===== config.mk =====
export PLATFORM = sky130hd
export DESIGN_NAME = serport_regs
export DESIGN_NICKNAME = d
export VERILOG_FILES = /design/src/rtl/serport_pkg.sv /design/src/rtl/serport_decode.sv /design/src/rtl/serport_rx.sv /design/src/rtl/serport_tx.sv /design/src/rtl/serport_regs.sv
export SDC_FILE = /design/constraint.sdc
export NUM_CORES = 1
export LEC_CHECK = 0
export BUFFER_PORTS_ARGS = -buffer_cell sky130_fd_sc_hd__buf_2
export CAP_MARGIN = 30
export CORE_UTILIZATION = 30
export CTS_CLUSTER_DIAMETER = 50
export DETAILED_ROUTE_END_ITERATION = 6
export PLACE_DENSITY = 0.56
export SLEW_MARGIN = 20
export SYNTH_ARGS = -nofsm -noshare
export SYNTH_HDL_FRONTEND = slang
export SYNTH_HIERARCHICAL = 1
export SYNTH_SLANG_ARGS = --single-unit

===== constraint.sdc =====
create_clock -name clk -period 3 [get_ports clk]
set_input_delay 0.15 -clock clk [delete_from_list [all_inputs] [get_ports clk]]
set_output_delay 0.15 -clock clk [all_outputs]
set_load 0.01 [all_outputs]

===== src/rtl/serport_pkg.sv =====
package serport_pkg;

    localparam int DATA_W    = 32;
    localparam int BYTE_W    = 8;
    localparam int BIT_READY = 0;
    localparam int BIT_IE    = 1;

    typedef enum logic [1:0] {
        REG_RX_STAT = 2'd0,
        REG_RX_DATA = 2'd1,
        REG_TX_STAT = 2'd2,
        REG_TX_DATA = 2'd3
    } reg_sel_e;

    typedef enum logic {
        RX_EMPTY = 1'b0,
        RX_HELD  = 1'b1
    } rx_state_e;

    typedef struct packed {
        logic     hit;
        logic     wr;
        reg_sel_e sel;
    } bus_op_t;

endpackage


===== src/rtl/serport_decode.sv =====
module serport_decode
    import serport_pkg::*;
#(
    parameter int          ADDR_W    = 32,
    parameter int          WIN_BITS  = 6,
    parameter logic [31:0] BASE      = 32'hFFFF_C000,
    parameter logic [31:0] MIRROR    = 32'hFFFF_0000,
    parameter bit          MIRROR_EN = 1'b1
) (
    input  logic              sel,
    input  logic              wr,
    input  logic [ADDR_W-1:0] addr,
    output bus_op_t           op
);
    localparam int TAG_W = ADDR_W - WIN_BITS;

    logic base_hit;
    logic mirror_hit;
    logic mapped;

    assign base_hit = (addr[ADDR_W-1:WIN_BITS] == BASE[ADDR_W-1:WIN_BITS]);

    generate
        if (MIRROR_EN) begin : g_mirror
            assign mirror_hit = (addr[ADDR_W-1:WIN_BITS] == MIRROR[ADDR_W-1:WIN_BITS]);
        end else begin : g_no_mirror
            assign mirror_hit = 1'b0;
        end
    endgenerate

    // only the first four words of the window carry registers
    assign mapped = (addr[WIN_BITS-1:4] == '0) && (TAG_W > 0);

    always_comb begin
        op.hit = sel && mapped && (base_hit || mirror_hit);
        op.wr  = wr;
        op.sel = reg_sel_e'(addr[3:2]);
    end
endmodule


===== src/rtl/serport_rx.sv =====
module serport_rx
    import serport_pkg::*;
(
    input  logic              clk,
    input  logic              rst_n,
    input  bus_op_t           op,
    input  logic              wdata_ie,
    input  logic              rx_avail,
    input  logic [BYTE_W-1:0] rx_byte,
    output logic              rx_take,
    output logic [DATA_W-1:0] stat_word,
    output logic [DATA_W-1:0] data_word,
    output logic              irq
);
    rx_state_e         state_q, state_nxt;
    logic              ie_q, ie_nxt;
    logic [BYTE_W-1:0] byte_q;
    logic              irq_q;
    logic              wr_stat, rd_data;

    assign wr_stat = op.hit && op.wr && (op.sel == REG_RX_STAT);
    assign rd_data = op.hit && !op.wr && (op.sel == REG_RX_DATA);
    assign ie_nxt  = wr_stat ? wdata_ie : ie_q;

    // next-state and take logic
    always_comb begin
        state_nxt = state_q;
        rx_take   = 1'b0;
        unique case (state_q)
            RX_EMPTY: begin
                if (ie_nxt && rx_avail) begin
                    rx_take   = 1'b1;
                    state_nxt = RX_HELD;
                end
            end
            RX_HELD: begin
                if (rd_data) begin
                    if (ie_nxt && rx_avail) begin
                        rx_take = 1'b1;
                    end else begin
                        state_nxt = RX_EMPTY;
                    end
                end
            end
        endcase
    end

    // state register
    always_ff @(posedge clk) begin
        if (!rst_n) begin
            state_q <= RX_EMPTY;
            ie_q    <= 1'b0;
            byte_q  <= '0;
            irq_q   <= 1'b0;
        end else begin
            state_q <= state_nxt;
            ie_q    <= ie_nxt;
            if (rx_take) byte_q <= rx_byte;
            irq_q   <= ie_nxt && (state_nxt == RX_HELD);
        end
    end

    // outputs
    always_comb begin
        stat_word            = '0;
        stat_word[BIT_READY] = (state_q == RX_HELD);
        stat_word[BIT_IE]    = ie_q;
        data_word            = '0;
        if (state_q == RX_HELD) data_word[BYTE_W-1:0] = byte_q;
    end
    assign irq = irq_q;

    a_r5_take_needs_avail: assert property (@(posedge clk) disable iff (!rst_n)
        rx_take |-> rx_avail);
    a_r5_take_fills: assert property (@(posedge clk) disable iff (!rst_n)
        rx_take |=> (state_q == RX_HELD) && (byte_q == $past(rx_byte)));
    a_r6_read_consumes: assert property (@(posedge clk) disable iff (!rst_n)
        (state_q == RX_HELD && rd_data && !rx_avail) |=> (state_q == RX_EMPTY));
    a_r4_stat_write_keeps_ready: assert property (@(posedge clk) disable iff (!rst_n)
        (wr_stat && state_q == RX_HELD) |=> (state_q == RX_HELD) && $stable(byte_q));
    a_r8_irq_matches_state: assert property (@(posedge clk) disable iff (!rst_n)
        irq_q |-> (ie_q && state_q == RX_HELD));
endmodule


===== src/rtl/serport_tx.sv =====
module serport_tx
    import serport_pkg::*;
(
    input  logic              clk,
    input  logic              rst_n,
    input  bus_op_t           op,
    input  logic [DATA_W-1:0] wdata,
    output logic [DATA_W-1:0] stat_word,
    output logic              tx_strobe,
    output logic [BYTE_W-1:0] tx_byte,
    output logic              irq
);
    logic              ie_q;
    logic              strobe_q;
    logic [BYTE_W-1:0] byte_q;
    logic              irq_q;
    logic              wr_stat, wr_data, ie_nxt;

    assign wr_stat = op.hit && op.wr && (op.sel == REG_TX_STAT);
    assign wr_data = op.hit && op.wr && (op.sel == REG_TX_DATA);
    assign ie_nxt  = wr_stat ? wdata[BIT_IE] : ie_q;

    always_ff @(posedge clk) begin
        if (!rst_n) begin
            ie_q     <= 1'b0;
            strobe_q <= 1'b0;
            byte_q   <= '0;
            irq_q    <= 1'b0;
        end else begin
            ie_q     <= ie_nxt;
            strobe_q <= wr_data;
            if (wr_data) byte_q <= wdata[BYTE_W-1:0];
            irq_q    <= ie_nxt;  // transmitter is always ready
        end
    end

    always_comb begin
        stat_word            = '0;
        stat_word[BIT_READY] = 1'b1;
        stat_word[BIT_IE]    = ie_q;
    end
    assign tx_strobe = strobe_q;
    assign tx_byte   = byte_q;
    assign irq       = irq_q;

    a_r3_write_strobes: assert property (@(posedge clk) disable iff (!rst_n)
        wr_data |=> tx_strobe && (tx_byte == $past(wdata[BYTE_W-1:0])));
    a_r3_strobe_from_write: assert property (@(posedge clk) disable iff (!rst_n)
        tx_strobe |-> $past(wr_data));
    a_r9_irq_follows_ie: assert property (@(posedge clk) disable iff (!rst_n)
        wr_stat |=> (irq == $past(wdata[BIT_IE])));
endmodule


===== src/rtl/serport_regs.sv =====
module serport_regs
    import serport_pkg::*;
#(
    parameter int          ADDR_W    = 32,
    parameter int          WIN_BITS  = 6,
    parameter logic [31:0] BASE      = 32'hFFFF_C000,
    parameter logic [31:0] MIRROR    = 32'hFFFF_0000,
    parameter bit          MIRROR_EN = 1'b1,
    parameter int          IRQ_N     = 8,
    parameter int          TX_LINE   = 0,
    parameter int          RX_LINE   = 1
) (
    input  logic              clk,
    input  logic              rst_n,
    input  logic              bus_sel,
    input  logic              bus_wr,
    input  logic [ADDR_W-1:0] bus_addr,
    input  logic [DATA_W-1:0] bus_wdata,
    output logic [DATA_W-1:0] bus_rdata,
    input  logic              rx_avail,
    input  logic [BYTE_W-1:0] rx_byte,
    output logic              rx_take,
    output logic              tx_strobe,
    output logic [BYTE_W-1:0] tx_byte,
    output logic [IRQ_N-1:0]  irq_lines
);
    bus_op_t           op;
    logic [DATA_W-1:0] rx_stat_w, rx_data_w, tx_stat_w;
    logic              rx_irq, tx_irq;

    serport_decode #(
        .ADDR_W(ADDR_W), .WIN_BITS(WIN_BITS), .BASE(BASE),
        .MIRROR(MIRROR), .MIRROR_EN(MIRROR_EN)
    ) i_decode (
        .sel(bus_sel), .wr(bus_wr), .addr(bus_addr), .op(op)
    );

    serport_rx i_rx (
        .clk(clk), .rst_n(rst_n), .op(op), .wdata_ie(bus_wdata[BIT_IE]),
        .rx_avail(rx_avail), .rx_byte(rx_byte), .rx_take(rx_take),
        .stat_word(rx_stat_w), .data_word(rx_data_w), .irq(rx_irq)
    );

    serport_tx i_tx (
        .clk(clk), .rst_n(rst_n), .op(op), .wdata(bus_wdata),
        .stat_word(tx_stat_w), .tx_strobe(tx_strobe), .tx_byte(tx_byte),
        .irq(tx_irq)
    );

    // read mux
    always_comb begin
        bus_rdata = '0;
        if (op.hit && !op.wr) begin
            unique case (op.sel)
                REG_RX_STAT: bus_rdata = rx_stat_w;
                REG_RX_DATA: bus_rdata = rx_data_w;
                REG_TX_STAT: bus_rdata = tx_stat_w;
                REG_TX_DATA: bus_rdata = '0;
            endcase
        end
    end

    // interrupt line routing
    generate
        for (genvar g = 0; g < IRQ_N; g++) begin : g_irq
            if (g == TX_LINE) begin : g_tx
                assign irq_lines[g] = tx_irq;
            end else if (g == RX_LINE) begin : g_rx
                assign irq_lines[g] = rx_irq;
            end else begin : g_idle
                assign irq_lines[g] = 1'b0;
            end
        end
    endgenerate

    a_r2_tx_always_ready: assert property (@(posedge clk) disable iff (!rst_n)
        (op.hit && !op.wr && op.sel == REG_TX_STAT) |-> bus_rdata[BIT_READY]);
    a_r10_miss_reads_zero: assert property (@(posedge clk) disable iff (!rst_n)
        !op.hit |-> (bus_rdata == '0));
    a_r10_miss_no_strobe: assert property (@(posedge clk) disable iff (!rst_n)
        !op.hit |=> !tx_strobe);
endmodule


; Yosys cells after proc, flatten, opt, wreduce, memory -nomap -nowiden
; Index checks and enable logic that the tools add are counted.
[totals]
regBits = 21
input_bits = 77
out_inout_bits = 50
elab_cells = 36
[classes]
n_eq_ne = 5
n_mux = 9
bitwise = 1
reduce_logical = 14
[op_table]
columns = operator, n
row1 = one-hot mux 32 bit (4 select lines), 1
row2 = == test 26 bit (second input constant), 2
row3 = two-way mux 32 bit, 1
row4 = logical AND 1 bit, 10
row5 = two-way mux 8 bit, 1
row6 = == test 2 bit (second input constant), 2
row7 = logical NOT 2 bit, 2
row8 = two-way mux 1 bit, 4
row9 = one-hot mux 1 bit (2 select lines), 2
row10 = == test 2 x 1 -> 1 bit (second input constant), 1
row11 = logical NOT 1 bit, 1
row12 = logical OR 1 bit, 1
row13 = NOT 1 bit, 1

; Longest topological paths before layout
; Gate-level depths: netlist of the first run.
[depth]
word_depth = 11
ltp_mapped = 7
ltp_nobuf = 7

; Hierarchy
; Netlist of the first run, hierarchy kept.
[modules_own_cells]
columns = module, n_inst, cells_per_inst, area_per_inst_um2, seq_area_each_um2
row1 = serport_regs, 1, 158, 1327.5, 0.0
row2 = serport_rx, 1, 99, 903.4, 220.2
row3 = serport_tx, 1, 76, 654.4, 200.2
row4 = serport_decode, 1, 14, 103.8, 0.0

; Worst setup path after synthesis of the first run
; OpenSTA, ideal clock, no wires.
[synth_timing]
path_type = in2reg
startpoint = input port bus_addr[15]
endpoint = register i_rx.byte_q[0]
setup_ns = 0.117
arrival_ns = 2.303
t_required_ns = 2.883
path_slack_ns = 0.580
cell_stages = 7
path_buffers = 0
cell_sequence = xor2_1 or4_1 nor4_2 and4bb_4 mux2_4 o21a_1 a22o_2
[synth_rtl]
columns = element, line
row1 = start: declaration, serport_regs.sv:17  ; input logic [ADDR_W-1:0] bus_addr,
row2 = end signal: assignment, serport_rx.sv:58  ; if (rx_take) byte_q <= rx_byte;
row3 = end: declaration, serport_rx.sv:17  ; logic [BYTE_W-1:0] byte_q;

==> out/metrics.cfg, run 1 <==
[synth]
yosysUniqueCellTypes = 32
ys.flop_type = dfxtp_1
synth-edff-count = 0
synth_area_sq_um = 2990
syn_inst = 347
syn_avg_cell_area_sq_um = 8.61
seq_area_frac_synth_pct = 14.1
ys_ff_latch = 21
synth-async-reset-ratio_pct = 0
yosysWarnings = 6

[detailed_routing]
wl_met2_mm = 2.44
wl_per_cell_um = 9.29
ant_nets = 0
routed.top_layer = met4
wl_met3_um = 227
vias = 2160
route.detailed.drc = 0
drtIter0Drc = 19
wl_met1_mm = 2.37
drt_wl_total_mm = 5.09
via_per_inst = 3.94
drt_first_pass_iters = 4

[timing]
hold_violations = 0
drv_slew = 0
max_slew_margin_pct = 53.4
tightest_slew_ps = 700
setup_viol = 0
min_period_ps = 2330
max_freq_ghz = 0.429
fin_skew_ps = 2.06
finalCritPeriodShare_pct = 77.7
rsz0062_at_grt = no
fin_tns_setup_ps = 0

[setup_path]
rrSetupSlack_ps = 1520
worst-path-max-fanout = 4
endpoint = rx_take
crit_arrival_ps = 2180
r2r-end = i_rx/byte_q[6]
r2r_cells = 3
crit-reg2reg-launch = i_rx/state_q
startpoint = bus_addr[15]
critPathKind = input port to primary output
crit_required_ps = 2850
critPathCaptureType = primary output
crit_path_start_kind = input port

[finish]
num-nets-final = 493
multi_input_area_sq_um = 2000
final_core_util_pct = 32.3
insertedDiodeCount = 0
register_area_sq_um = 420
nFillCells = 1056
drive_gt1_share_pct = 40.5
area_growth_pct = 5.19
final_common_cell = buf_2
final_cell_mix = buf_2, conb_1, a211oi_2

[floorplan]
die_h_um = 102
rows = 36
core_area_sq_um = 9730
die_area_sq_um = 10400
io_pins = 127
start_util_pct = 30.7
die_x_um = 102

[worst_hold_path]
hold_class = input port to flop

[run]
maxCapViolations = 0

[clock_tree]
cts_tree = done
cts_hold_buf = 0
clock_path_buffers = 2
path_clk_slew_ps = 70
cts.sinks = 21
clock_latency_ps = 260
cts-htree-levels = 1
cts_setup_buffers = 0
cts_root_buffer = clkbuf_8
post_cts_resize_count = 0
cts_buffers = 3

[pwr]
powerDensity_nw_per_um2 = 202
power.leakage_uw = 0.00136
vdd_ir_drop_max_uv = 230

[global_route]
grt_pass1_vias = 1922
antenna_found_initial = 0
track_usage_pct = 9.79
grt_max_degree = 57
grt_pass1_wl_mm = 8.30
grt_overflow = 0

[outcome]
outcome = completed

[place]
portBuffers = 94
dp_hpwl_mm = 3.90
place_congestion = 0.704

worst max-delay path, cell delays in order:
cell,delay (ps)
buf_2,100
xor2_1,150
or4_1,530
nor4_2,360
and4bb_4,320
mux2_4,330
nor2_1,100
buf_2,140
Yosys cell counts, types with 2 or more instances:
cell / count / area share (%)
a211oi_1: 14 / 3.5
a211oi_2: 50 / 21
a22o_2: 8 / 2.7
and2_1: 9 / 1.9
buf_1: 2 / 0.25
buf_2: 9 / 1.5
buf_4: 101 / 25
buf_6: 6 / 2.3
clkbuf_1: 2 / 0.25
clkbuf_2: 2 / 0.33
conb_1: 4 / 0.50
dfxtp_1: 21 / 14
mux2i_1: 10 / 3.3
nand2_1: 19 / 2.4
nand2b_1: 33 / 6.9
nand3_1: 2 / 0.33
nand4_1: 3 / 0.63
nand4b_1: 2 / 0.59
nor2_1: 2 / 0.25
nor2b_1: 34 / 7.1
o21a_1: 3 / 0.75
per-layer routing:
metal  vias to the layer above  global-route usage (%)
li1                       1149                       -
met2                        56                    18.9
met3                         5                    1.03
met1                       950                    11.3
met4                         0                    2.86
met5                         -                       0
through the flow:
stage / total power [uW] / instance area [sq um] / worst slack, ps / std cells / hold WS [ps]
after floorplan: 507 / 3320 / 580 / 434 / 267
after global placement: 449 / 3100 / 361 / 544 / 372
after detailed placement: 454 / 3100 / 391 / 544 / 376
after CTS: 639 / 3140 / 618 / 548 / 101
after global routing: 675 / 3140 / 494 / 548 / 101
final: 634 / 3140 / 669 / 548 / 103
cell families (layout without fill, tap and decap cells):
logic type	count (synthesis)	count (layout)	synth area share (%)
compound gates	76	76	28.0
xor+xnor	1	1	0.293
buf+inv	122	103	30.0
flops	21	21	14.1
mux	11	11	3.85
other cells	4	91	0.502
simple gates	112	112	23.3
power by group:
group	total (uW)	internal, uW	switching, uW
Combinational	170	70.4	99.6
Clock	186	94.8	90.8
Sequential	279	279	0.0000000827
layout make-up:
class,count,share of cell area (%)
Tap cell,133,5.29
Sequential cell,21,13.4
Clock buffer,4,1.43
Multi-Input combinational cell,291,63.7
Timing Repair Buffer,99,16.2
flip-flops by register name (all words and copies together), names as in the netlist:
register and flops:
i_rx/ie_q 1, i_rx/state_q 1, i_tx/tx_byte 8, i_tx/irq 1, i_tx/tx_strobe 1, i_rx/byte_q 8, i_rx/irq 1
worst min-delay path by stage:
stage / start / end / slack (ps) / cells past startpoint
floorplan: rst_n / i_rx/state_q / 270 / 1
global placement: rx_byte[1] / i_rx/byte_q[1] / 370 / 2
detailed placement: rx_byte[6] / i_rx/byte_q[6] / 380 / 2
CTS: rx_byte[4] / i_rx/byte_q[4] / 100 / 2
global route: rx_byte[5] / i_rx/byte_q[5] / 100 / 2
finish: rx_byte[4] / i_rx/byte_q[4] / 100 / 2
Power figures use the tool's default switching activity.
==> run 2: changes to the inputs <==
--- a/config.mk
+++ b/config.mk
@@ -10,7 +10,7 @@
 export CORE_UTILIZATION = 30
 export CTS_CLUSTER_DIAMETER = 50
 export DETAILED_ROUTE_END_ITERATION = 6
-export PLACE_DENSITY = 0.56
+export PLACE_DENSITY = 0.58
 export SLEW_MARGIN = 20
 export SYNTH_ARGS = -nofsm -noshare
 export SYNTH_HDL_FRONTEND = slang
==> constraint.sdc (replaced) <==
create_clock -name clk -period 2 [get_ports clk]
set_input_delay 0.1 -clock clk [delete_from_list [all_inputs] [get_ports clk]]
set_output_delay 0.1 -clock clk [all_outputs]
set_load 0.01 [all_outputs]
==> run 2 against run 1 <==
Against the previous run: clock skew about the same; sequential power grew 50%; worst hold slack lost 42 ps; global-route usage rose by 0.34 points; utilization grew 2.8 points; non-clock buffer count rose by 8; power increased by 54%; routed wire length increased by 5.7%; critical path depth down 1; critical path type is now input port to flop.
==> out/metrics.cfg, run 2 (synthesis results as in run 1) <==
[timing]
fin_skew_ps = 1.70
hold_violations = 0
fin_ws_ps = 9.66
max_slew_margin_pct = 63.9
tightest_slew_ps = 542
rsz0062_at_grt = yes
drv_slew = 0
setup_viol = 0
min_period_ps = 1990
finalCritPeriodShare_pct = 99.5
max_freq_ghz = 0.502

[clock_tree]
cts_root_buffer = clkbuf_8
cts_hold_buf = 0
clock_path_buffers = 2
clock_latency_ps = 260
cts-htree-levels = 1
cts.sinks = 21
cts_tree = done
path_clk_slew_ps = 80
cts_buffers = 3

[setup_path]
crit_required_ps = 2160
worst-path-max-fanout = 8
critPathKind = input port to flop
critPathCaptureType = flop
crit_arrival_ps = 2150
crit_path_start_kind = input port

[finish]
final_cell_mix = conb_1, buf_2, a211oi_2
final_core_util_pct = 35.1
nFillCells = 1046
final_common_cell = conb_1
insertedDiodeCount = 0
drive_gt1_share_pct = 43.5
num-nets-final = 501
area_growth_pct = 14.2

[place]
place_congestion = 0.753
dp_slack_ps = -295
dp_hpwl_mm = 3.96
portBuffers = 94

[floorplan]
die_area_sq_um = 10400
rows = 36
io_pins = 127
die_h_um = 102
die_x_um = 102
core_area_sq_um = 9730
start_util_pct = 30.7

[outcome]
outcome = completed

[worst_hold_path]
hold_class = input port to flop

[pwr]
p_total_uw = 979
powerDensity_nw_per_um2 = 287
power.leakage_uw = 0.00150
vdd_ir_drop_max_uv = 255

[detailed_routing]
drtIter0Drc = 26
via_per_inst = 3.95
route.detailed.drc = 0
drt_first_pass_iters = 6
ant_nets = 0
wl_per_cell_um = 9.68
vias = 2194
drt_wl_total_mm = 5.38

[global_route]
grt_pass1_wl_mm = 8.54
grt_busiest_layer = met2
grt_max_degree = 55
met2_usage_pct = 17.9
grt_overflow = 0
grtUsageMet1_pct = 13.1
track_usage_pct = 10.1
antenna_found_initial = 0
grt_pass1_vias = 1862
use_met3_pct = 0.889

[run]
maxCapViolations = 0

## run 2: critical path, cell delays in order
cell and delay [ps]:
buf_6 90, or4b_4 540, nor4_4 320, and4bb_4 280, mux2_4 340, o21a_4 250, a22o_4 230
## run 2: path summary, 6_finish.rpt
check | start | end | slack (ps) | cells after the start
setup / recovery | bus_addr[11] | i_rx/byte_q[7] | 10 | 7
hold / removal | rx_byte[4] | i_rx/byte_q[4] | 60 | 2
setup reg to reg | i_rx/state_q | i_rx/byte_q[6] | 610 | 4
hold reg to reg | i_tx/tx_byte[3] | i_tx/tx_byte[3] | 460 | 2
## run 2: repair_timing
item,in CTS,in global routing
pin swaps,8,7
resized for setup,16,13
setup buffers,2,2
endpoints found under the setup margin,16,40
## run 2: power by group
part / switching, uW / leakage (uW) / internal, uW
logic: 161 / 0.00131 / 120
clock network: 141 / 0.0000255 / 139
registers: 0.000000148 / 0.000169 / 418
total: 302 / 0.00150 / 676
## run 2: metal layers
| metal | wire length, um | vias to the layer above | part of all wire (%) |
|---|---|---|---|
| li1 | - | 1168 | - |
| met1 | 2550 | 956 | 47 |
| met2 | 2550 | 59 | 47 |
| met3 | 201 | 11 | 3.7 |
| met4 | 85 | 0 | 1.6 |
| met5 | 0 | - | 0 |
## run 2: area by class of cell
| cell class | count | area (sq um) | area share [%] |
|---|---|---|---|
| Clock inverter | 1 | 5.00 | 0.147 |
| Tap cell | 133 | 166 | 4.87 |
| Timing Repair Buffer | 107 | 653 | 19.1 |
| Clock buffer | 3 | 41.3 | 1.21 |
| Multi-Input combinational cell | 291 | 2130 | 62.3 |
| Sequential cell | 21 | 420 | 12.3 |
## run 2: per-stage QoR
step / hold WS [ps] / setup TNS, ps / instance area (sq um) / std cells
floorplan: 217 / -1100 / 3340 / 434
global placement: 328 / -2200 / 3170 / 548
detailed placement: 335 / -2480 / 3170 / 548
CTS: 57.9 / -390 / 3310 / 554
global route: 58.0 / -547 / 3410 / 556
finish: 61.8 / 0 / 3410 / 556
